===== config.mk =====
export PLATFORM = sky130hd
export DESIGN_NAME = pmap_xlate
export DESIGN_NICKNAME = d
export VERILOG_FILES = /design/src/rtl/pmap_xlate.sv
export SDC_FILE = /design/constraint.sdc
export NUM_CORES = 1
export LEC_CHECK = 0
export CORE_MARGIN = 2
export CORE_UTILIZATION = 30
export CTS_CLUSTER_SIZE = 16
export DETAILED_ROUTE_END_ITERATION = 6
export PLACE_DENSITY = 0.51
export SYNTH_ARGS = -nofsm -noshare
export SYNTH_HDL_FRONTEND = slang
export SYNTH_SLANG_ARGS = --single-unit

===== constraint.sdc =====
create_clock -name clk -period 3.9 [get_ports clk]
set_clock_uncertainty 0.15 [all_clocks]
set_input_delay 0.78 -clock clk [delete_from_list [all_inputs] [get_ports clk]]
set_output_delay 0.78 -clock clk [all_outputs]
set_load 0.01 [all_outputs]

===== src/rtl/pmap_xlate.sv =====
module pmap_xlate #(
  parameter int VA_W   = 16,
  parameter int OFS_W  = 9,
  parameter int PPN_W  = 9,
  localparam int VPN_W = VA_W - OFS_W,
  localparam int ENT_W = PPN_W + 3,
  localparam int PA_W  = PPN_W + OFS_W
) (
  input  logic             clk,
  input  logic             rst_n,
  input  logic             map_we,
  input  logic [VPN_W-1:0] map_idx,
  input  logic [ENT_W-1:0] map_wdata,
  input  logic             byp_we,
  input  logic             byp_val,
  input  logic             req_valid,
  input  logic             req_write,
  input  logic [VA_W-1:0]  req_vaddr,
  input  logic             fault_clr,
  output logic             mem_strobe,
  output logic             mem_write,
  output logic [PA_W-1:0]  mem_paddr,
  output logic [2:0]       stat_flags,
  output logic             abort,
  output logic             fault,
  output logic [VPN_W-1:0] fault_vpn
);
  localparam int PAGES = 1 << VPN_W;

  logic [ENT_W-1:0] map_mem [PAGES];
  logic             byp_q;

  always_ff @(posedge clk)
    if (map_we) map_mem[map_idx] <= map_wdata;

  logic [VPN_W-1:0] vpn;
  logic [ENT_W-1:0] ent;
  logic             f_wp, f_np, f_lk, stop, kill;
  logic [PA_W-1:0]  xaddr;

  assign vpn   = req_vaddr[VA_W-1:OFS_W];
  assign ent   = map_mem[vpn];
  assign f_wp  = ~byp_q & ent[PPN_W];
  assign f_np  = ~byp_q & ent[PPN_W+1];
  assign f_lk  = ~byp_q & ent[PPN_W+2];
  assign kill  = f_lk | (req_write & f_wp);
  assign stop  = kill | f_np;
  assign xaddr = byp_q ? {{(PA_W-VA_W){1'b0}}, req_vaddr}
                       : {ent[PPN_W-1:0], req_vaddr[OFS_W-1:0]};

  always_ff @(posedge clk) begin
    if (!rst_n) begin
      byp_q      <= 1'b1;
      mem_strobe <= 1'b0;
      mem_write  <= 1'b0;
      mem_paddr  <= '0;
      stat_flags <= '0;
      abort      <= 1'b0;
      fault      <= 1'b0;
      fault_vpn  <= '0;
    end else begin
      if (byp_we) byp_q <= byp_val;
      mem_strobe <= req_valid & ~stop;
      mem_write  <= req_valid & ~stop & req_write;
      abort      <= req_valid & kill;
      if (req_valid) begin
        mem_paddr  <= xaddr;
        stat_flags <= {f_lk, f_np, f_wp};
      end
      if (req_valid & f_np) begin
        fault <= 1'b1;
        if (!fault || fault_clr) fault_vpn <= vpn;
      end else if (fault_clr) begin
        fault <= 1'b0;
      end
    end
  end
endmodule


=== Yosys cells after proc, flatten, opt, wreduce, memory -nomap -nowiden ===
Memory sizes are Yosys's and may differ from the RTL's.
Index checks and enable logic that the tools add are counted.

* Mux-type cells: 5
* Bitwise operators: 12
* Reductions and logical operators: 4

{| class="wikitable"
|+ Operators with widths
! cell !! count
|-
| 18-bit two-way mux || 1
|-
| 1-bit bitwise AND || 8
|-
| 1-bit two-way mux || 4
|-
| 1-bit inverter || 2
|-
| 1-bit OR || 2
|-
| 2-bit AND reduction || 1
|-
| 2-bit nonzero test || 1
|-
| 1-bit zero test || 1
|-
| 1-bit logical OR || 1
|}

* Register bits after elaboration: 33
* Memory bits (writable): 1536
* Input bits: 43
* Output and inout bits: 32
* Word-level logic and storage cells: 30
* Memories kept: 1

{| class="wikitable"
|+ Memory list
! memory !! words !! bits a word !! rd ports !! clocked after Yosys merged registers in !! write ports !! line !! source
|-
| map_mem || 128 || 12 || 1 || 0 || 1 || 30 || <nowiki>logic [ENT_W-1:0] map_mem [PAGES];</nowiki>
|}

=== Logic depth before layout (Yosys ltp) ===
Gate-level depths: netlist of run 1.

* Depth in word-level cells: 8
* Gate-level depth with buffers: 13
* Gate-level depth less buffers: 7

=== Worst setup path after synthesis of run 1 ===
Ideal clock, no wire load.

* Path type: input to register
* Start point: input port req_vaddr[10]
* End point: register mem_paddr[16]
* Library setup time: 0.117 ns
* Arrival time: 3.146 ns
* Required time: 3.633 ns
* Setup slack: 0.487 ns
* Stages on the path: 10
* Path buffers: 5
* Path through: clkbuf_2 buf_4 buf_2 buf_2 buf_2 mux4_2 mux4_2 mux4_2 nand2_1 nand2_1

* Longest elaborated chain between the ends: 2

{| class="wikitable"
|+ RTL lines
! item !! line !! source
|-
| start: declaration || 18 || <nowiki>input logic [VA_W-1:0] req_vaddr,</nowiki>
|-
| memory read 128 x 12 bit || -- ||
|-
| 18-bit two-way mux || 48 || <nowiki>assign xaddr = byp_q ? {{(PA_W-VA_W){1'b0}}, req_vaddr}</nowiki>
|-
| end signal: assignment || 67 || <nowiki>mem_paddr <= xaddr;</nowiki>
|-
| end: declaration || 22 || <nowiki>output logic [PA_W-1:0] mem_paddr,</nowiki>
|}

No other way between the ends.
A chain may end at the register's enable or synchronous reset.

=== Final worst setup path of run 1 ===
* Start point: input port req_vaddr[9]
* End point: register mem_paddr[11]

Same word-level chain as after synthesis.

==> impl_metrics.yaml, run 1 <==
synthesis:
  yosysUniqueCellTypes: 52
  ys_seq_area_share_pct: 77.25
  synth_edf_count: 1536
  ys_ff_latch: 1569
  avgSynthCellArea_um2: 22.66
  synth.cell_area_um2: 60560
  synth_async_sr_flop_share_pct: 0
  ys.flop_type: "edfxtp_1"
  ys_warn_count: 0
  netlist_instances: 2673
  synth_fp_nets: 2716
status:
  status: "finished, final reports clean"
placement:
  pre_cts_ws_ps: -91.00
  gp_congestion: 0.8180
  dp_hpwl_um: 108200
  postPlaceCellArea_um2: 67100
  portBuffers: 74
die:
  core.rowCount: 164
  fp.dieW_um: 453.3
  die_h_um: 453.3
  design.core.area_um2: 200300
  ios: 75
  initial_core_util_pct: 30.24
  die-area_um2: 205500
worst_hold_path:
  min_path_cells: 2
  min_path_type: "flip-flop to flip-flop"
  min_to: "fault_vpn[0]$_SDFFE_PN0P_"
  min_from: "fault_vpn[0]$_SDFFE_PN0P_"
setup_path:
  path_max_fanout: 14
  crit_type: "input pin to flip-flop"
  worst_r2r_endpoint: "mem_paddr[10]$_SDFFE_PN0P_"
  r2r_start: "map_mem[4][1]$_DFFE_PP_"
  rrSetupSlack_ps: 980
  crit_slowest_cell: "mux4_2"
  start_kind: "input pin"
  worstSetupEndpointType: "flip-flop"
  required_ps: 4440
  crit_chain: "buf_8, buf_12, buf_4, mux4_2, mux4_2, nor2b_1, a211oi_1, buf_4, a31oi_1, a211o_1"
  r2r_cells: 7
  arrival_ps: 3710
  cp_slowest_stage_delay_ps: 520
finish:
  final_core_util_pct: 36.04
  layout.nets: 3136
  syn_to_final_growth_pct: 19.17
  final_cell_area_um2: 72170
  drive_above_1_share_pct: 31.92
  n_fill_cell: 18470
pwr:
  p_total_mw: 35.50
  leakage_nw: 22.63
  ir_drop_v: 0.0003713
  powerDensity_nw_per_um2: 491.9
global_route:
  grt_max_degree: 99
  grt.total_usage_pct: 16.50
  grt_pass1_vias: 30040
  grt_overflow: 0
  antenna_found_initial: 2
  grt_pass1_wl_um: 239000
sta:
  fmax_mhz: 315.9
  period_minus_slack_ps: 3166
  worst_pin_slew_ps: 1193
  layout_setup_ws_ps: 734.0
  rsz0062_at_grt: "false"
  slew_headroom_pct: 20.46
  post-route-period-util_pct: 81.18
  hold_violations: 0
  setup_viol: 0
  finalMaxSlewViolations: 0
route:
  wl_per_cell_um: 28.90
  drt_pass1_iterations: 5
  drc: 0
  vias: 29480
  drt_wl_total_um: 170100
  viasPerCell: 5.008
  dr.first_iter.drc_count: 2799
  ant_nets: 0
clocking:
  cts.sinks: 1569
  cts-root-buf: "clkbuf_16"
  htree_levels: 4
  clock_latency_ps: 810
  cts_buffers: 167
  cts_tree: "yes"
  cts_setup_buffers: 0
  holdBufCountCts: 0
  cts.path.max_buffers: 3
  clk_pin_slew_ps: 60
  cts_resized: 0
job:
  maxCapViolations: 0
## placed cells by master (no fill, tap or decap), drive strengths merged, types with 4 or more instances in the layout
master	count
a31oi	9
nand2b	5
o21ai	13
nor2	149
buf	344
nor2b	22
inv	19
mux4	448
nand2	76
mux2i	71
a211oi	6
clkdlybuf4s50	55
o22ai	6
dfxtp	33
bufinv	5
a2111oi	7
nand3	23
nand4	14
a21oi	14
edfxtp	1536
clkbuf	222
a22oi	13
or3	4
nor3	25
clkinv	62
## layer usage
layer  vias to the layer above  GRT usage (%)  part of all wire, %
li1                      12190              -                    -
met1                     16200          23.12                   44
met2                       877          26.78                   49
met3                       212          2.474                  4.7
met4                         0          4.532                  2.6
met5                         -              0                    0
## state kept, by name, indices dropped and copies added (netlist names)
signal / cells
abort: 1
stat_flags: 3
mem_paddr: 18
mem_strobe: 1
fault: 1
map_mem: 1536
byp_q: 1
mem_write: 1
fault_vpn: 7
## where the power goes
part | internal [mW] | switching (mW)
clock network | 8.42 | 6.47
registers | 18.6 | 0.0421
logic | 0.809 | 1.17
## cell usage after synthesis, types with 2 or more instances
master	instances	share of area, %
o211ai_1	3	0.037
buf_4	25	0.31
nor3_1	25	0.21
o2111ai_1	3	0.043
mux2i_1	71	1.2
nand3_1	23	0.19
or2_2	2	0.021
clkbuf_1	47	0.29
nand4_1	14	0.14
edfxtp_1	1536	76
buf_1	10	0.062
a2111oi_0	7	0.10
buf_2	58	0.48
dfxtp_1	33	1.1
o31ai_1	3	0.037
inv_2	2	0.012
and3_1	3	0.031
nand3b_1	2	0.025
o22ai_1	6	0.062
o2111a_1	2	0.037
or3_1	4	0.041
nand2b_1	5	0.052
a211o_1	2	0.029
o21ai_0	13	0.11
a32oi_1	3	0.043
a22oi_1	13	0.16
o22a_1	3	0.043
nor2_1	149	0.92
buf_6	7	0.13
a31oi_1	8	0.083
mux4_2	448	17
inv_1	5	0.031
nor4_1	2	0.021
a21oi_1	14	0.12
nor2b_1	22	0.23
a211oi_1	6	0.074
nand2_1	76	0.47
mux2_2	3	0.056
or3b_2	2	0.029
## cell type report
type	instances	area, um2	share of cell area (%)
repair buffers	399	3949	5.472
multi-input cells	949	13020	18.04
inverters	7	28.78	0.03988
clock buffers	222	4489	6.221
diodes	3	7.507	0.01040
well taps	2656	3323	4.605
clock inverters	81	569.3	0.7888
flip-flops and latches	1569	46780	64.83
## critical path: cells and delay by family
kind                   cells  cell delay (ps)
AOI/OAI and AO/OA          3              810
buffers and inverters      4              930
muxes                      2              980
and+or+nand+nor            1              150
## how the worst max path moves through the flow
stage                                      end  cells past startpoint           from  slack, ps
floorplan           mem_paddr[16]$_SDFFE_PN0P_                     10  req_vaddr[10]        490
global placement    mem_paddr[11]$_SDFFE_PN0P_                     10   req_vaddr[9]       -140
detailed placement  mem_paddr[11]$_SDFFE_PN0P_                     10   req_vaddr[9]        -90
CTS                 mem_paddr[11]$_SDFFE_PN0P_                     10   req_vaddr[9]        780
global route        mem_paddr[11]$_SDFFE_PN0P_                     10   req_vaddr[9]        660
finish              mem_paddr[11]$_SDFFE_PN0P_                     10   req_vaddr[9]        730
## cells by family after synthesis
| group | Yosys count | share of synthesized area (%) |
|---|---|---|
| AO/OA/AOI/OAI | 95 | 1.112 |
| AND/OR/NAND/NOR | 332 | 2.419 |
| multiplexers | 522 | 17.89 |
| buffers and inverters | 155 | 1.324 |
| flip-flops | 1569 | 77.25 |
## per-stage QoR
stage          instances  TNS, ps  hold slack [ps]
2_1_floorplan       2673        0            329.0
3_3_place_gp        5580   -266.2            295.9
3_5_place_dp        5580   -121.3            303.8
4_1_cts             5883        0            314.3
5_1_grt             5883        0            336.9
6_report            5886        0            311.2
No activity file was read; power rests on OpenSTA's default activity.
==> run 2: changes to the inputs <==
--- a/config.mk
+++ b/config.mk
@@ -9,7 +9,7 @@
 export CORE_UTILIZATION = 30
 export CTS_CLUSTER_SIZE = 16
 export DETAILED_ROUTE_END_ITERATION = 6
-export PLACE_DENSITY = 0.51
+export PLACE_DENSITY = 0.53
 export SYNTH_ARGS = -nofsm -noshare
 export SYNTH_HDL_FRONTEND = slang
 export SYNTH_SLANG_ARGS = --single-unit
==> constraint.sdc (replaced) <==
create_clock -name clk -period 2.5 [get_ports clk]
set_clock_uncertainty 0.15 [all_clocks]
set_input_delay 0.5 -clock clk [delete_from_list [all_inputs] [get_ports clk]]
set_output_delay 0.5 -clock clk [all_outputs]
set_load 0.01 [all_outputs]
==> impl_metrics.yaml, run 2 (same netlist as run 1, synthesis figures left out) <==
status:
  status: "finished with violations"
  violations: "negative setup slack"
die:
  ios: 75
  core.rowCount: 164
  initial_core_util_pct: 30.24
  die_h_um: 453.3
  die-area_um2: 205500
  fp.dieW_um: 453.3
  design.core.area_um2: 200300
sta:
  hold_violations: 0
  period_minus_slack_ps: 2554
  slew_headroom_pct: 47.82
  rsz0062_at_grt: "true"
  layout_setup_ws_ps: -54.20
  post-route-period-util_pct: 102.2
  fmax_mhz: 391.5
  setup_viol: 7
  worst_pin_slew_ps: 782.7
  finalMaxSlewViolations: 0
clocking:
  cts_tree: "yes"
  clock_latency_ps: 810
  htree_levels: 4
  cts_buffers: 164
  clk_pin_slew_ps: 60
  cts-root-buf: "clkbuf_16"
  cts.path.max_buffers: 3
  cts.sinks: 1569
setup_path:
  arrival_ps: 3100
  worstSetupEndpointType: "flip-flop"
  start_kind: "input pin"
  crit_slowest_cell: "mux4_2"
  required_ps: 3050
  crit_chain: "buf_16, bufbuf_16, buf_12, mux4_2, mux4_2, nor2b_4, a211oi_4, buf_4, a31oi_1, a211o_1"
  crit_type: "input pin to flip-flop"
  path_max_fanout: 12
  cp_common_cell: "mux4_2"
  cp_slowest_stage_delay_ps: 500
  rrSetupSlack_ps: -50
pwr:
  leakage_nw: 24.36
  ir_drop_v: 0.0007327
  powerDensity_nw_per_um2: 747.8
placement:
  portBuffers: 74
  gp_congestion: 0.8605
  pre_cts_ws_ps: -1365
  dp_hpwl_um: 110700
global_route:
  grt_overflow: 0
  grt_pass1_wl_um: 239800
  antenna_found_initial: 8
  grt.total_usage_pct: 16.50
  grt_max_degree: 129
  grt_pass1_vias: 30950
finish:
  layout.nets: 3358
  final_core_util_pct: 37.93
  drive_above_1_share_pct: 38.37
  syn_to_final_growth_pct: 25.44
  n_fill_cell: 18140
  reg_top3: "map_mem: 1536 flops, mem_paddr: 18 flops, fault_vpn: 7 flops"
  final_cell_mix: "edfxtp_1, mux4_2, buf_4"
  largest_register_ffs: 1536
  top_register: "map_mem"
  layout_commonest_cell: "edfxtp_1"
worst_hold_path:
  min_path_type: "input pin to flip-flop"
route:
  drt_wl_total_um: 169500
  vias: 30370
  drc: 0
  wl_per_cell_um: 27.75
  viasPerCell: 4.972
  dr.first_iter.drc_count: 3024
  ant_nets: 0
  drt_pass1_iterations: 6
job:
  maxCapViolations: 0
-- run 2: critical path: cells and delay by family --
kind,cells,cell delay (ps)
muxes,2,970
buffers and inverters,4,810
AOI/OAI and AO/OA,3,630
and+or+nand+nor,1,150
-- run 2: routing by layer --
metal  up-vias  wire length (um)  global-route usage, %  share of wire (%)
met3       210              8918                  2.528                5.3
met4         0              4684                  5.098                2.8
met5         -                 0                      0                  0
li1      12650                 -                      -                  -
met2       945             83920                  27.43                 50
met1     16560             71950                  22.29                 42
-- run 2: final timing paths --
check / startpoint / endpoint / cells past startpoint
hold reg to reg: fault_vpn[2]$_SDFFE_PN0P_ / fault_vpn[2]$_SDFFE_PN0P_ / 2
hold / removal: map_wdata[2] / map_mem[50][2]$_DFFE_PP_ / 1
setup / recovery: req_vaddr[9] / mem_paddr[11]$_SDFFE_PN0P_ / 10
setup reg to reg: map_mem[106][2]$_DFFE_PP_ / mem_paddr[11]$_SDFFE_PN0P_ / 7
-- run 2: metrics by stage --
stage               setup TNS [ps]  total power, mW  hold slack, ps  cells  cell area (um2)
finish                      -88.05            56.81           43.89   6107            75960
global route                -637.9            58.53           30.38   6106            75960
CTS                         -116.5            57.32           2.920   6093            75740
detailed placement         -282960            33.04           300.7   5783            70060
global placement           -269660            33.02           300.4   5783            70060
floorplan                    -4950            31.16           329.0   2673            60980
-- run 2: final cells by class --
cell class | count | area, um2 | share of cell area, %
timing repair buffer | 624 | 7159 | 9.425
antenna | 3 | 7.507 | 0.009883
clock inverter | 97 | 1023 | 1.347
multi-input combinational | 949 | 13290 | 17.49
clock buffer | 202 | 4309 | 5.673
inverter | 7 | 28.78 | 0.03788
tap | 2656 | 3323 | 4.375
sequential | 1569 | 46820 | 61.64
-- run 2: timing repair --
item | 4_1_cts | 5_1_grt
hold endpoints to repair | 83 | 0
pin swaps | 8 | 11
hold buffers | 6 | 0
setup endpoints to repair | 32 | 21
setup buffers | 5 | 12
resized for setup | 66 | 27
gates cloned | 2 | 0
-- run 2: where the power goes --
| group | internal (mW) | switching, mW | total, mW |
|---|---|---|---|
| clock network | 14.0 | 10.3 | 24.3 |
| logic | 1.57 | 1.92 | 3.50 |
| registers | 29.0 | 0.0674 | 29.1 |
| total | 44.5 | 12.3 | 56.8 |
